`src/rtl/chip_timing_ctrl.sv`:
```
module chip_timing_ctrl #(
  parameter int OVERSAMPLE = 2,
  parameter int CYCLES     = 4,
  parameter int ANTENNAS   = 2,
  parameter int WINDOW     = 64,
  localparam int CW   = (CYCLES > 1) ? $clog2(CYCLES) : 1,
  localparam int SW   = (OVERSAMPLE > 1) ? $clog2(OVERSAMPLE) : 1,
  localparam int WLOG = $clog2(WINDOW),
  localparam int WPB  = 256 / WINDOW,
  localparam int WW   = (WPB > 1) ? $clog2(WPB) : 1
) (
  input  logic              clk,
  input  logic              rst,
  input  logic              wr_valid,
  input  logic [15:0]       wr_data,
  input  logic              wr_sync,
  output logic              wr_accept,
  output logic              sync_irq,
  output logic [CW-1:0]     cyc_cnt,
  output logic [SW-1:0]     samp_cnt,
  output logic [11:0]       chip_cnt,
  output logic [3:0]        bit_cnt,
  output logic [WW-1:0]     win_cnt,
  output logic [3:0]        slot_cnt,
  output logic              frame_par,
  output logic              win_stb,
  output logic              slot_stb,
  output logic              frame_stb,
  output logic              smp_valid,
  output logic [CW-1:0]     smp_ant,
  output logic signed [7:0] smp_i,
  output logic signed [7:0] smp_q
);
  localparam int SLOT_CHIPS = 2560;
  localparam int SLOTS      = 15;

  logic waiting;
  logic ant_cyc, sync_evt, adv;
  logic cyc_last, samp_last, chip_last, slot_last;
  logic chip_end, win_end, slot_end, frame_end;

  assign ant_cyc   = 32'(cyc_cnt) < ANTENNAS;
  assign sync_evt  = waiting & wr_valid & wr_sync;
  assign adv       = waiting ? sync_evt : (~ant_cyc | wr_valid);
  assign cyc_last  = 32'(cyc_cnt) == CYCLES - 1;
  assign samp_last = 32'(samp_cnt) == OVERSAMPLE - 1;
  assign chip_last = 32'(chip_cnt) == SLOT_CHIPS - 1;
  assign slot_last = 32'(slot_cnt) == SLOTS - 1;
  assign chip_end  = adv & cyc_last & samp_last;
  assign win_end   = chip_end & (&chip_cnt[WLOG-1:0]);
  assign slot_end  = chip_end & chip_last;
  assign frame_end = slot_end & slot_last;

  assign sync_irq  = waiting;
  assign wr_accept = waiting | ant_cyc;
  assign smp_valid = wr_valid & wr_accept & (~waiting | wr_sync);
  assign smp_ant   = cyc_cnt;
  assign smp_i     = wr_data[7:0];
  assign smp_q     = wr_data[15:8];
  assign bit_cnt   = chip_cnt[11:8];
  assign win_cnt   = WW'(chip_cnt[7:0] >> WLOG);

  always_ff @(posedge clk) begin
    if (rst) begin
      waiting   <= 1'b1;
      cyc_cnt   <= '0;
      samp_cnt  <= '0;
      chip_cnt  <= '0;
      slot_cnt  <= '0;
      frame_par <= 1'b0;
      win_stb   <= 1'b0;
      slot_stb  <= 1'b0;
      frame_stb <= 1'b0;
    end else begin
      if (sync_evt) waiting <= 1'b0;
      if (adv) cyc_cnt <= cyc_last ? '0 : cyc_cnt + 1'b1;
      if (adv && cyc_last) samp_cnt <= samp_last ? '0 : samp_cnt + 1'b1;
      if (chip_end) chip_cnt <= chip_last ? '0 : chip_cnt + 1'b1;
      if (slot_end) slot_cnt <= slot_last ? '0 : slot_cnt + 1'b1;
      if (frame_end) frame_par <= ~frame_par;
      win_stb   <= sync_evt | win_end;
      slot_stb  <= sync_evt | slot_end;
      frame_stb <= sync_evt | frame_end;
    end
  end

  a_r2_wait_holds: assert property (@(posedge clk) disable iff (rst)
    (waiting && !(wr_valid && wr_sync)) |=> (sync_irq && chip_cnt == 0 && cyc_cnt == 0));

  a_r3_sync_starts: assert property (@(posedge clk) disable iff (rst)
    (waiting && wr_valid && wr_sync) |=> (!sync_irq && win_stb && slot_stb && frame_stb
                                          && slot_cnt == 0 && !frame_par));

  a_r5_stall_holds: assert property (@(posedge clk) disable iff (rst)
    (!waiting && ant_cyc && !wr_valid) |=> ($stable(cyc_cnt) && $stable(samp_cnt)
                                            && $stable(chip_cnt) && $stable(slot_cnt)));

  a_r6_free_moves: assert property (@(posedge clk) disable iff (rst)
    (!waiting && !ant_cyc) |=> (cyc_cnt != $past(cyc_cnt)));

  a_r9_parity_at_frame: assert property (@(posedge clk) disable iff (rst)
    (frame_par != $past(frame_par)) |-> frame_stb);

  a_r10_nesting: assert property (@(posedge clk) disable iff (rst)
    (frame_stb |-> slot_stb) and (slot_stb |-> win_stb));

  a_r10_single: assert property (@(posedge clk) disable iff (rst)
    win_stb |=> !win_stb);

  a_r11_no_resync: assert property (@(posedge clk) disable iff (rst)
    !waiting |=> !sync_irq);
endmodule

```
`config.mk`:
```
export PLATFORM = sky130hd
export DESIGN_NAME = chip_timing_ctrl
export DESIGN_NICKNAME = d
export VERILOG_FILES = /design/src/rtl/chip_timing_ctrl.sv
export SDC_FILE = /design/constraint.sdc
export NUM_CORES = 1
export LEC_CHECK = 0
export CAP_MARGIN = 20
export CORE_UTILIZATION = 43
export CTS_BUF_LIST = sky130_fd_sc_hd__clkbuf_8
export CTS_CLUSTER_DIAMETER = 80
export DETAILED_ROUTE_END_ITERATION = 10
export MAX_ROUTING_LAYER = met4
export PLACE_DENSITY_LB_ADDON = 0.3
export SLEW_MARGIN = 40
export SYNTH_ARGS = -nofsm -noshare
export SYNTH_HDL_FRONTEND = slang
export SYNTH_SLANG_ARGS = --single-unit
```
`constraint.sdc`:
```
create_clock -name clk -period 3 [get_ports clk]
set_clock_uncertainty 0.05 [all_clocks]
set_input_delay 0.45 -clock clk [delete_from_list [all_inputs] [get_ports clk]]
set_output_delay 0.45 -clock clk [all_outputs]
set_load 0.01 [all_outputs]
```
==> results of run 1 <==
[final cells by class]
| cell class | instances | area (sq um) | area share, % |
|---|---|---|---|
| inverters | 4 | 15.0 | 0.960 |
| flip-flops and latches | 24 | 480 | 30.7 |
| multi-input cells | 98 | 589 | 37.7 |
| repair buffers | 39 | 385 | 24.6 |
| clock buffers | 4 | 55.1 | 3.52 |
| well taps | 31 | 38.8 | 2.48 |
[synth_stat cells]
master,number,area (sq um)
a21boi_2,1,11.3
o32ai_1,1,8.76
nand3b_1,1,7.51
o31ai_1,4,30.0
or4b_1,1,10.0
o41ai_1,1,8.76
nor4b_1,1,8.76
a21oi_1,18,90.1
nand2_1,11,41.3
buf_2,2,10.0
o21ai_0,7,35.0
mux2_2,1,11.3
nand3_1,8,40.0
or3_1,6,37.5
ha_1,2,25.0
xor2_1,1,8.76
nor2_1,8,30.0
nor4bb_1,1,10.0
clkbuf_1,2,7.51
and4_1,1,8.76
a21bo_2,1,10.0
dfxtp_1,24,480
o21ai_1,1,5.00
buf_4,24,180
or4_1,6,45.0
nor4_1,1,6.26
inv_1,4,15.0
nand4_1,2,12.5
nand4b_1,1,8.76
nor2b_1,1,6.26
nand2b_1,2,12.5
and3_1,3,18.8
xnor2_1,3,26.3
nor3_1,3,15.0
[worst max-delay path: stages]
cell and delay (ns):
clkdlybuf4s50_1 0.57, nor2_1 0.14, or4_1 0.69, or4_1 0.51, a21oi_1 0.15
[kinds of logic after synthesis]
| logic type | synth area share, % |
|---|---|
| AND/OR/NAND/NOR | 24.9 |
| AO/OA/AOI/OAI | 15.5 |
| buffers and inverters | 16.6 |
| flip-flops | 37.5 |
| XOR/XNOR | 2.73 |
| adder cells (fa/ha/maj) | 1.95 |
| multiplexers | 0.878 |
[flip-flops by register name (all words and copies together), names as in the netlist]
name and cells:
chip_cnt 12, slot_cnt 4, cyc_cnt 2, frame_par 1, frame_stb 1, samp_cnt 1
slot_stb 1, sync_irq 1, win_stb 1
[path summary, 6_finish.rpt]
path,start,endpoint,slack [ns],cells after the start
setup reg to reg,cyc_cnt[1]$_SDFFE_PP0N_,chip_cnt[11]$_SDFFE_PP0P_,0.84,5
setup / recovery,wr_valid,chip_cnt[11]$_SDFFE_PP0P_,0.65,5
hold / removal,chip_cnt[1]$_SDFFE_PP0P_,chip_cnt[1]$_SDFFE_PP0P_,0.46,2
hold reg to reg,chip_cnt[1]$_SDFFE_PP0P_,chip_cnt[1]$_SDFFE_PP0P_,0.46,2
[power groups by stage]
stage          clock [mW]  combinational [mW]  sequential (mW)
5_1_grt             0.234              0.0568            0.329
3_3_place_gp            0              0.0511            0.335
6_report            0.220              0.0520            0.328
3_5_place_dp            0              0.0516            0.336
4_1_cts             0.220              0.0522            0.328
2_1_floorplan           0              0.0467            0.337
[layer usage]
metal  global-route usage [%]  vias to the layer above  share of wire, %
met5                        -                        -                 0
li1                         -                      556                 -
met4                     8.71                        0               2.4
met2                     27.9                       51                47
met1                     21.9                      559                45
met3                     3.00                       15               5.4
[through the flow]
| step | utilization (%) | instances |
|---|---|---|
| 3_3_place_gp | 54.3 | 196 |
| 4_1_cts | 56.2 | 200 |
| 6_report | 56.2 | 200 |
| 2_1_floorplan | - | 154 |
| 5_1_grt | 56.2 | 200 |
| 3_5_place_dp | 54.3 | 196 |
==> metrics.md, run 1 <==
| Metric | Value |
|---|---|
| Seq pwr share | `a little over half` |
| Max cap viols | `0` |
| Std cell rows | `19` |
| Placement Setup Slack | `0.365 ns` |
| Count of pins over their slew limit | `0` |
| Post-DP HPWL | `between 2000 and 2500 um` |
| Post-Syn Area | `0.00128 sq mm` |
| Clk sink count | `24` |
| Critical path data required time | `3.16 ns` |
| Drt via density | `5.91` |
| Post-Syn Nets | `176` |
| Ports | `70` |
| GRT overflow | `0` |
| CP startpoint kind | `input port` |
| CTS resizes | `0` |
| Largest net degree at the start of global routing | `15` |
| Seq cells post-synth | `24` |
| Post-layout min period | `2.35 ns` |
| Mapped Cells | `154` |
| Via count | `around 1,200` |
| CTS tree | `built` |
| Syn avg cell area | `between 8 and 9 sq um` |
| Final setup fails | `0` |
| Fin crit share | `roughly 80%` |
| Hold Buf Count CTS | `0` |
| GRT Total Usage | `approximately 18%` |
| Nets | `approximately 190` |
| ANT cells | `0` |
| Psw | `between 0.1 and 0.15 mW` |
| Logic pwr share | `approximately 8.7%` |
| Slew Limit Headroom | `around 66%` |
| Pint | `0.468 mW` |
| Hold Path Class | `flop to flop` |
| Area Overhead vs Synth | `22.0%` |
| Worst Path Max Fanout | `10` |
| Commonest cells after routing, fill and taps aside | `clkdlybuf4s50_1, dfxtp_1, a21oi_1, nand2_1` |
| Port buffer count | `37` |
| Share of layout cells above drive strength 1 | `5.33%` |
| Distinct cells, synth | `34` |
| Post-Place Cell Area | `0.00151 sq mm` |
| Clock Latency Late Sink | `0.27 ns` |
| First-pass GRT wire length | `4460 um` |
| Vias in the first global route | `just over 1,000` |
| Sw Share | `between 20 and 25%` |
| Kind of end point of the critical path | `flop` |
| Remaining antenna violation count | `0` |
| Wire per inst | `about 14 um` |
| Design Area, Final | `0.00156 sq mm` |
| Total detailed-routing wirelength | `2800 um` |
| GPL Wtd Cong | `0.834` |
| RSZ-0062 raised after global routing | `no` |
| Final Power | `0.600 mW` |
| Worst-path clk slew | `approximately 0.08 ns` |
| DRC | `0` |
| Final hold slack | `0.461 ns` |
| Clock Path Buffers | `2` |
| Maximum vdd drop | `0.000302 V` |
| Clock power share | `36.7%` |
| CTS root buffer | `clkbuf_8` |
| Achievable Freq | `0.425 GHz` |
| Synth warn | `0` |
| Status | `completed` |
| DRT iter0 DRCs | `36` |
| Number of fill cells | `roughly 250` |
| Die H | `56.6 um` |
| Starting density of the core | `46.1%` |
| Core ar. | `around 0.0028 sq mm` |
| Power per cell area | `384 mW/mm^2` |
| Most common cell after layout, fill and taps aside | `clkdlybuf4s50_1` |
| Crit path kind | `input port to flop` |
| Die width | `roughly 57 um` |
| Cts bufs inserted | `3` |
| Least-Margin Pin Slew | `0.514 ns` |
| Count of TritonRoute iterations in the first routing pass | `4` |
| Initial antenna violation count | `0` |
| Setup bufs post-CTS | `0` |
| H-tree levels | `1` |
| Final TNS setup | `0 ns` |
| Die ar. | `0.00320 sq mm` |
| Number of hold violations in the final report | `0` |
| Worst EP arrival | `~2.5 ns` |
| Sequential area share after synthesis | `37.5%` |
| Leak pwr | `0.505 nW` |
| Final worst slack | `0.645 ns` |
Note: power is estimated with default switching activity, not from simulation.
==> run 2, diff against run 1 <==
--- a/config.mk
+++ b/config.mk
@@ -6,7 +6,7 @@
 export NUM_CORES = 1
 export LEC_CHECK = 0
 export CAP_MARGIN = 20
-export CORE_UTILIZATION = 43
+export CORE_UTILIZATION = 40
 export CTS_BUF_LIST = sky130_fd_sc_hd__clkbuf_8
 export CTS_CLUSTER_DIAMETER = 80
 export DETAILED_ROUTE_END_ITERATION = 10
==> constraint.sdc (replaced) <==
create_clock -name clk -period 2.2 [get_ports clk]
set_clock_uncertainty 0.05 [all_clocks]
set_input_delay 0.33 -clock clk [delete_from_list [all_inputs] [get_ports clk]]
set_output_delay 0.33 -clock clk [all_outputs]
set_load 0.01 [all_outputs]
==> run 2 against run 1 <==
Utilization decreased by 1.5 points. Largest cell class unchanged. Critical path type unchanged. Via count is the same. Design area rose by 6.8%. Die area rose by 7.2%. Cell count is 13% higher. Non-clock buffer count increased by 13. Worst setup slack got worse by 0.53 ns. Worst hold slack worse by 0.014 ns. Wire length grew 5.0%. Sequential cell count unchanged.
==> metrics.md, run 2 (same netlist as run 1, synthesis figures left out) <==
| Metric | Value |
|---|---|
| Port buffer count | `37 (unchanged)` |
| Worst EP arrival | `2.23 ns (-0.28 ns)` |
| Final setup fails | `0 (unchanged)` |
| DRT iter0 DRCs | `50 (+39%)` |
| GPL Wtd Cong | `0.758 (-9.1%)` |
| CTS resizes | `0 (unchanged)` |
| Count of pins over their slew limit | `0 (unchanged)` |
| Max cap viols | `0 (unchanged)` |
| Highest Signal Layer | `met4` |
| Wire per inst | `13.0 um (-6.7%)` |
| Largest Register | `chip_cnt` |
| Power per cell area | `469 mW/mm^2 (+22%)` |
| Kind of end point of the critical path | `flop` |
| ANT cells | `0 (unchanged)` |
| Core ar. | `0.00305 sq mm (+9.8%)` |
| Setup bufs post-CTS | `0 (unchanged)` |
| Starting density of the core | `42.0% (-4.1 points)` |
| Slew Limit Headroom | `72.6% (+7.0 points)` |
| Die H | `58.6 um (+3.6%)` |
| GRT Total Usage | `18.8% (+1.1 points)` |
| Clock Path Buffers | `2 (unchanged)` |
| Ports | `70 (unchanged)` |
| Area Overhead vs Synth | `30.2%` |
| RSZ-0062 raised after global routing | `no` |
| Post-Place Cell Area | `0.00162 sq mm (+7.5%)` |
| Share of layout cells above drive strength 1 | `12.2% (+6.8 points)` |
| Initial antenna violation count | `0 (unchanged)` |
| Drt via density | `5.25 (-11%)` |
| Clk sink count | `24 (unchanged)` |
| Remaining antenna violation count | `0 (unchanged)` |
| GRT overflow | `0 (unchanged)` |
| Worst Path Max Fanout | `6 (-4)` |
| Final core utilization | `54.7% (-1.5 points)` |
| DRC | `0 (unchanged)` |
| Largest registers | `chip_cnt (12), slot_cnt (4), cyc_cnt (2)` |
| Maximum vdd drop | `0.000276 V (-8.6%)` |
| Largest net degree at the start of global routing | `13 (-2)` |
| Critical path data required time | `2.35 ns (-0.81 ns)` |
| Die ar. | `0.00344 sq mm (+7.2%)` |
| Commonest cells after routing, fill and taps aside | `clkdlybuf4s50_1, dfxtp_1, a21oi_1, buf_4, nand2_1` |
| Count of TritonRoute iterations in the first routing pass | `4 (unchanged)` |
| H-tree levels | `1 (unchanged)` |
| Status | `completed` |
| Std cell rows | `20 (+1)` |
| Via count | `1,181 (unchanged)` |
| Final TNS setup | `0 ns (unchanged)` |
| Met1 wire length | `1280 um (+1.6%)` |
| Hold Buf Count CTS | `0 (unchanged)` |
| Dpl cells | `222 (+13%)` |
| Final hold slack | `0.447 ns (-0.0137 ns)` |
| CTS tree | `built` |
| Clock Latency Late Sink | `0.26 ns (about the same)` |
| Die width | `58.6 um (+3.6%)` |
| Crit path kind | `input port to flop` |
| Fin crit share | `94.8%` |
| DR WL met3 | `136 um (-9.3%)` |
| Nets | `205 (+6.8%)` |
| Post-Layout Cell Count | `225 (+13%)` |
| Total detailed-routing wirelength | `2930 um (+5.0%)` |
| Design Area, Final | `0.00167 sq mm (+6.8%)` |
| DR WL met2 | `1460 um (+10%)` |
| Post-DP HPWL | `2260 um (+11%)` |
| Least-Margin Pin Slew | `0.405 ns (-0.109 ns)` |
| Achievable Freq | `0.479 GHz` |
| First-pass GRT wire length | `4750 um (+6.5%)` |
| Number of fill cells | `318 (+28%)` |
| Hold Path Class | `flop to flop` |
| CP startpoint kind | `input port` |
| CTS root buffer | `clkbuf_8` |
| Leak pwr | `0.572 nW (+13%)` |
| Vias in the first global route | `1,077 (+5.9%)` |
| Worst-path clk slew | `0.08 ns (about the same)` |
| Post-layout min period | `2.09 ns` |
| Largest register FFs | `12 (unchanged)` |
| Most common cell after layout, fill and taps aside | `clkdlybuf4s50_1` |
| Cts bufs inserted | `3 (unchanged)` |
| Number of hold violations in the final report | `0 (unchanged)` |
-- run 2: changes by cell type in the layout (fill, tap and decap cells not counted) --
cell,delta
clkbuf_8,-1
buf_4,+13
or4b_1,-1
dlymetal6s2s_1,+1
or4b_4,+1
clkdlybuf4s50_1,-1
-- run 2: cell type report --
| type | count | area (sq um) | share of cell area [%] |
|---|---|---|---|
| Sequential cell | 24 | 480 | 28.8 |
| Tap cell | 44 | 55.1 | 3.30 |
| Timing Repair Buffer | 52 | 485 | 29.1 |
| Multi-Input combinational cell | 98 | 593 | 35.5 |
| Clock buffer | 3 | 41.3 | 2.47 |
| Inverter | 4 | 15.0 | 0.899 |
-- run 2: routing by layer --
metal	vias up	GRT usage, %
li1	580	-
met1	556	22.8
met2	36	29.4
met3	9	3.74
met4	0	10.2
met5	-	-
-- run 2: report_power, final --
| part | internal (mW) | switching, mW | leakage, nW |
|---|---|---|---|
| clock network | 0.122 | 0.131 | 0.0216 |
| logic | 0.0458 | 0.0379 | 0.356 |
| registers | 0.441 | 0.00485 | 0.194 |
-- run 2: path summary, 6_finish.rpt --
path,start,end,slack [ns],cells after the start
setup reg to reg,cyc_cnt[0]$_SDFFE_PP0N_,chip_cnt[11]$_SDFFE_PP0P_,0.12,5
setup / recovery,wr_valid,chip_cnt[11]$_SDFFE_PP0P_,0.11,5
hold reg to reg,chip_cnt[1]$_SDFFE_PP0P_,chip_cnt[1]$_SDFFE_PP0P_,0.45,2
hold / removal,chip_cnt[1]$_SDFFE_PP0P_,chip_cnt[1]$_SDFFE_PP0P_,0.45,2
-- run 2: metrics by stage --
step | setup slack (ns) | power, mW
3_5_place_dp | -0.149 | 0.540
4_1_cts | 0.0237 | 0.794
6_report | 0.114 | 0.783
2_1_floorplan | 0.157 | 0.524
5_1_grt | 0.0184 | 0.814
3_3_place_gp | -0.0910 | 0.539
-- run 2: critical path, stage by stage --
cell             delay, ns
clkdlybuf4s50_1       0.52
nor2_1                0.09
or4_1                 0.63
or4_1                 0.50
a21oi_1               0.16
==> run 3, diff against run 2 <==
--- a/config.mk
+++ b/config.mk
@@ -5,13 +5,15 @@
 export SDC_FILE = /design/constraint.sdc
 export NUM_CORES = 1
 export LEC_CHECK = 0
+export ABC_AREA = 1
 export CAP_MARGIN = 20
-export CORE_UTILIZATION = 40
+export CORE_UTILIZATION = 41
 export CTS_BUF_LIST = sky130_fd_sc_hd__clkbuf_8
 export CTS_CLUSTER_DIAMETER = 80
 export DETAILED_ROUTE_END_ITERATION = 10
 export MAX_ROUTING_LAYER = met4
 export PLACE_DENSITY_LB_ADDON = 0.3
+export SETUP_SLACK_MARGIN = 0.02
 export SLEW_MARGIN = 40
 export SYNTH_ARGS = -nofsm -noshare
 export SYNTH_HDL_FRONTEND = slang
==> run 3 against run 2 <==
Combinational power fell by 27%. Total power rose by 3.8%. Utilization fell by 0.99 points. Count of clock-buffer cells in the layout rose by 1. Worst hold slack improved by 0.025 ns. Sequential share of layout area fell by 0.17 points.
==> metrics.md, run 3 <==
| Metric | Value |
|---|---|
| Status | `completed` |
| Largest Register | `chip_cnt` |
| Sequential area share after synthesis | `34.8% (-2.6 points)` |
| Initial antenna violation count | `0 (unchanged)` |
| Via count | `1,172 (-0.76%)` |
| Largest register FFs | `12 (unchanged)` |
| Maximum vdd drop | `0.000386 V (+40%)` |
| Wire per inst | `10.8 um (-17%)` |
| RSZ-0062 raised after global routing | `no` |
| Highest-delay cell along the critical path | `clkdlybuf4s50_1` |
| Nets | `228 (+11%)` |
| Area Overhead vs Synth | `21.8%` |
| Leak pwr | `0.626 nW (+9.3%)` |
| Post-synthesis adder-cell area fraction | `1.81% (-0.14 points)` |
| Mapped Cells | `188 (+22%)` |
| Ports | `70 (unchanged)` |
| Seq cells post-synth | `24 (unchanged)` |
| CTS resizes | `0 (unchanged)` |
| Multiplexer share of the synthesized area | `0% (-0.88 points)` |
| GRT overflow | `0 (unchanged)` |
| Multi-input logic area | `633 sq um (+6.8%)` |
| Port buffer count | `37 (unchanged)` |
| Yosys top cell area share | `34.8% (-2.6 points)` |
| Simple-gate share of the synthesized area | `31.0% (+6.1 points)` |
| Number of synthesized flops with an enable pin | `0 (unchanged)` |
| Post-Layout Cell Count | `249 (+11%)` |
| Critical path data required time | `1.82 ns (-0.53 ns)` |
| Achievable Freq | `0.497 GHz (+3.7%)` |
| Number of hold violations in the final report | `0 (unchanged)` |
| GRT Total Usage | `16.8% (-2.1 points)` |
| Power per cell area | `484 mW/mm^2 (+3.2%)` |
| Number of fill cells | `306 (-3.8%)` |
| Syn avg cell area | `7.34 sq um (-12%)` |
| Distinct cells, synth | `25 (-26%)` |
| DRT iter0 DRCs | `38 (-24%)` |
| Total detailed-routing wirelength | `2700 um (-8.1%)` |
| Hold Path Class | `flop to flop` |
| Std cell rows | `20 (unchanged)` |
| Die H | `60.0 um (+2.4%)` |
| Sequential Area | `480 sq um (unchanged)` |
| Most frequent cell after synthesis | `nand2_1` |
| Slew Limit Headroom | `59.1% (-13 points)` |
| Max cap viols | `0 (unchanged)` |
| Worst Path Max Fanout | `3 (-3)` |
| Dpl cells | `245 (+10%)` |
| Worst EP arrival | `1.63 ns (-0.60 ns)` |
| Most common cell after layout, fill and taps aside | `clkdlybuf4s50_1` |
| Count of TritonRoute iterations in the first routing pass | `4 (unchanged)` |
| Xor/xnor cell area share of the yosys netlist | `2.54% (-0.19 points)` |
| Worst-path clk slew | `0.09 ns (about the same)` |
| GPL Wtd Cong | `0.794 (+4.7%)` |
| Die ar. | `0.00360 sq mm (+4.8%)` |
| Clock Latency Late Sink | `0.27 ns (about the same)` |
| H-tree levels | `1 (unchanged)` |
| Starting density of the core | `44.1% (+2.1 points)` |
| Remaining antenna violation count | `0 (unchanged)` |
| First-pass GRT wire length | `4430 um (-6.7%)` |
| CP startpoint kind | `input port` |
| Main combinational cell family by area after synthesis | `simple AND/OR/NAND/NOR gates` |
| Post-synth top cells | `nand2_1, buf_4, dfxtp_1` |
| ANT cells | `0 (unchanged)` |
| Crit path kind | `input port to output port` |
| Setup bufs post-CTS | `0 (unchanged)` |
| Clock Path Buffers | `2 (unchanged)` |
| Share of layout cells above drive strength 1 | `11.7% (-0.45 points)` |
| Family with the most delay on the worst path | `buffers and inverters` |
| Die width | `60.0 um (+2.4%)` |
| Kind of end point of the critical path | `output port` |
| Post-Syn Nets | `210 (+19%)` |
| Largest net degree at the start of global routing | `14 (+1)` |
| Drt via density | `4.71 (-10%)` |
| Count of pins over their slew limit | `0 (unchanged)` |
| Crit path buf inv count | `3 (+2)` |
| CTS tree | `built` |
| Final setup fails | `0 (unchanged)` |
| Vias in the first global route | `1,000 (-7.1%)` |
| Dominant cell type by area after synthesis | `dfxtp_1` |
| Hold Buf Count CTS | `0 (unchanged)` |
| Commonest cells after routing, fill and taps aside | `clkdlybuf4s50_1, nand2_1, dfxtp_1, nor2_1, inv_1` |
| Post-layout min period | `2.01 ns (-0.0735 ns)` |
| Final Power | `0.813 mW (+3.8%)` |
| CP peak stage delay | `0.54 ns (-0.09 ns)` |
| CTS root buffer | `clkbuf_8` |
| Synth Area in Compound Gates | `10.5% (-5.0 points)` |
| Core ar. | `0.00313 sq mm (+2.5%)` |
| Post-Syn Area | `0.00138 sq mm (+7.6%)` |
| Post-DP HPWL | `1990 um (-12%)` |
| Final TNS setup | `0 ns (unchanged)` |
| Most Frequent Cell on Critical Path | `clkdlybuf4s50_1` |
| Fin crit share | `91.5% (-3.3 points)` |
| Top FF cell, synth | `dfxtp_1` |
| Clk sink count | `24 (unchanged)` |
| Largest cells by area after synthesis | `dfxtp_1, buf_4, nand2_1` |
| Async SR Flop Fraction | `0% (unchanged)` |
| Least-Margin Pin Slew | `0.609 ns (+0.203 ns)` |
| Synth warn | `0 (unchanged)` |
| Largest registers | `chip_cnt (12), slot_cnt (4), cyc_cnt (2)` |
| DRC | `0 (unchanged)` |
| CP cell instances | `clkdlybuf4s50_1 -> inv_1 -> nand2_1 -> nand2_2 -> a21oi_1 -> clkdlybuf4s50_1` |
| Cts bufs inserted | `3 (unchanged)` |
run 3: through the flow:
step           worst slack [ns]  cell area (sq um)  hold WS, ns  util, %
6_report                  0.187               1680        0.472     53.7
5_1_grt                  0.0495               1680        0.491     53.7
4_1_cts                   0.180               1680        0.466     53.7
3_5_place_dp              0.195               1630        0.453     52.0
3_3_place_gp              0.196               1630        0.452     52.0
2_1_floorplan             0.664               1380        0.349        -
run 3: kinds of logic (layout without fill, tap and decap cells):
group | count (synthesis) | in the layout
flip-flops | 24 | 24
adder cells (fa/ha/maj) | 2 | 2
buffers and inverters | 45 | 62
XOR/XNOR | 4 | 4
AND/OR/NAND/NOR | 87 | 87
AO/OA/AOI/OAI | 26 | 26
run 3: power breakdown:
part / leakage, nW / switching, mW / internal, mW / total [mW]
clock network: 0.0288 / 0.145 / 0.160 / 0.305
registers: 0.194 / 0.00625 / 0.440 / 0.447
logic: 0.403 / 0.0297 / 0.0315 / 0.0612
total: 0.626 / 0.181 / 0.632 / 0.813
run 3: area by class of cell:
class	count	area share, %
flip-flops and latches	24	28.6
inverters	19	4.24
repair buffers	39	22.9
well taps	44	3.28
clock buffers	4	3.28
multi-input cells	119	37.7
run 3: layer usage:
metal,track usage (%),up-vias,share of wire (%)
li1,-,606,-
met1,20.8,518,48
met2,26.5,40,44
met3,4.98,8,6.8
met4,4.32,0,0.85
met5,-,-,0
run 3: tightest hold or removal path, delay by kind of cell (launching register included):
family	cells	cell delay, ns
flip-flops	1	0.35
AO/OA/AOI/OAI	1	0.05
AND/OR/NAND/NOR	1	0.08
run 3: worst paths after layout:
path                                                from                  endpoint  slack (ns)  cells past startpoint
worst min-delay path            chip_cnt[1]$_SDFFE_PP0P_  chip_cnt[1]$_SDFFE_PP0P_        0.47                      2
worst max register to register  chip_cnt[0]$_SDFFE_PP0P_  chip_cnt[9]$_SDFFE_PP0P_        0.49                      8
worst max-delay path                             wr_sync                 smp_valid        0.19                      6
worst min register to register  chip_cnt[1]$_SDFFE_PP0P_  chip_cnt[1]$_SDFFE_PP0P_        0.47                      2
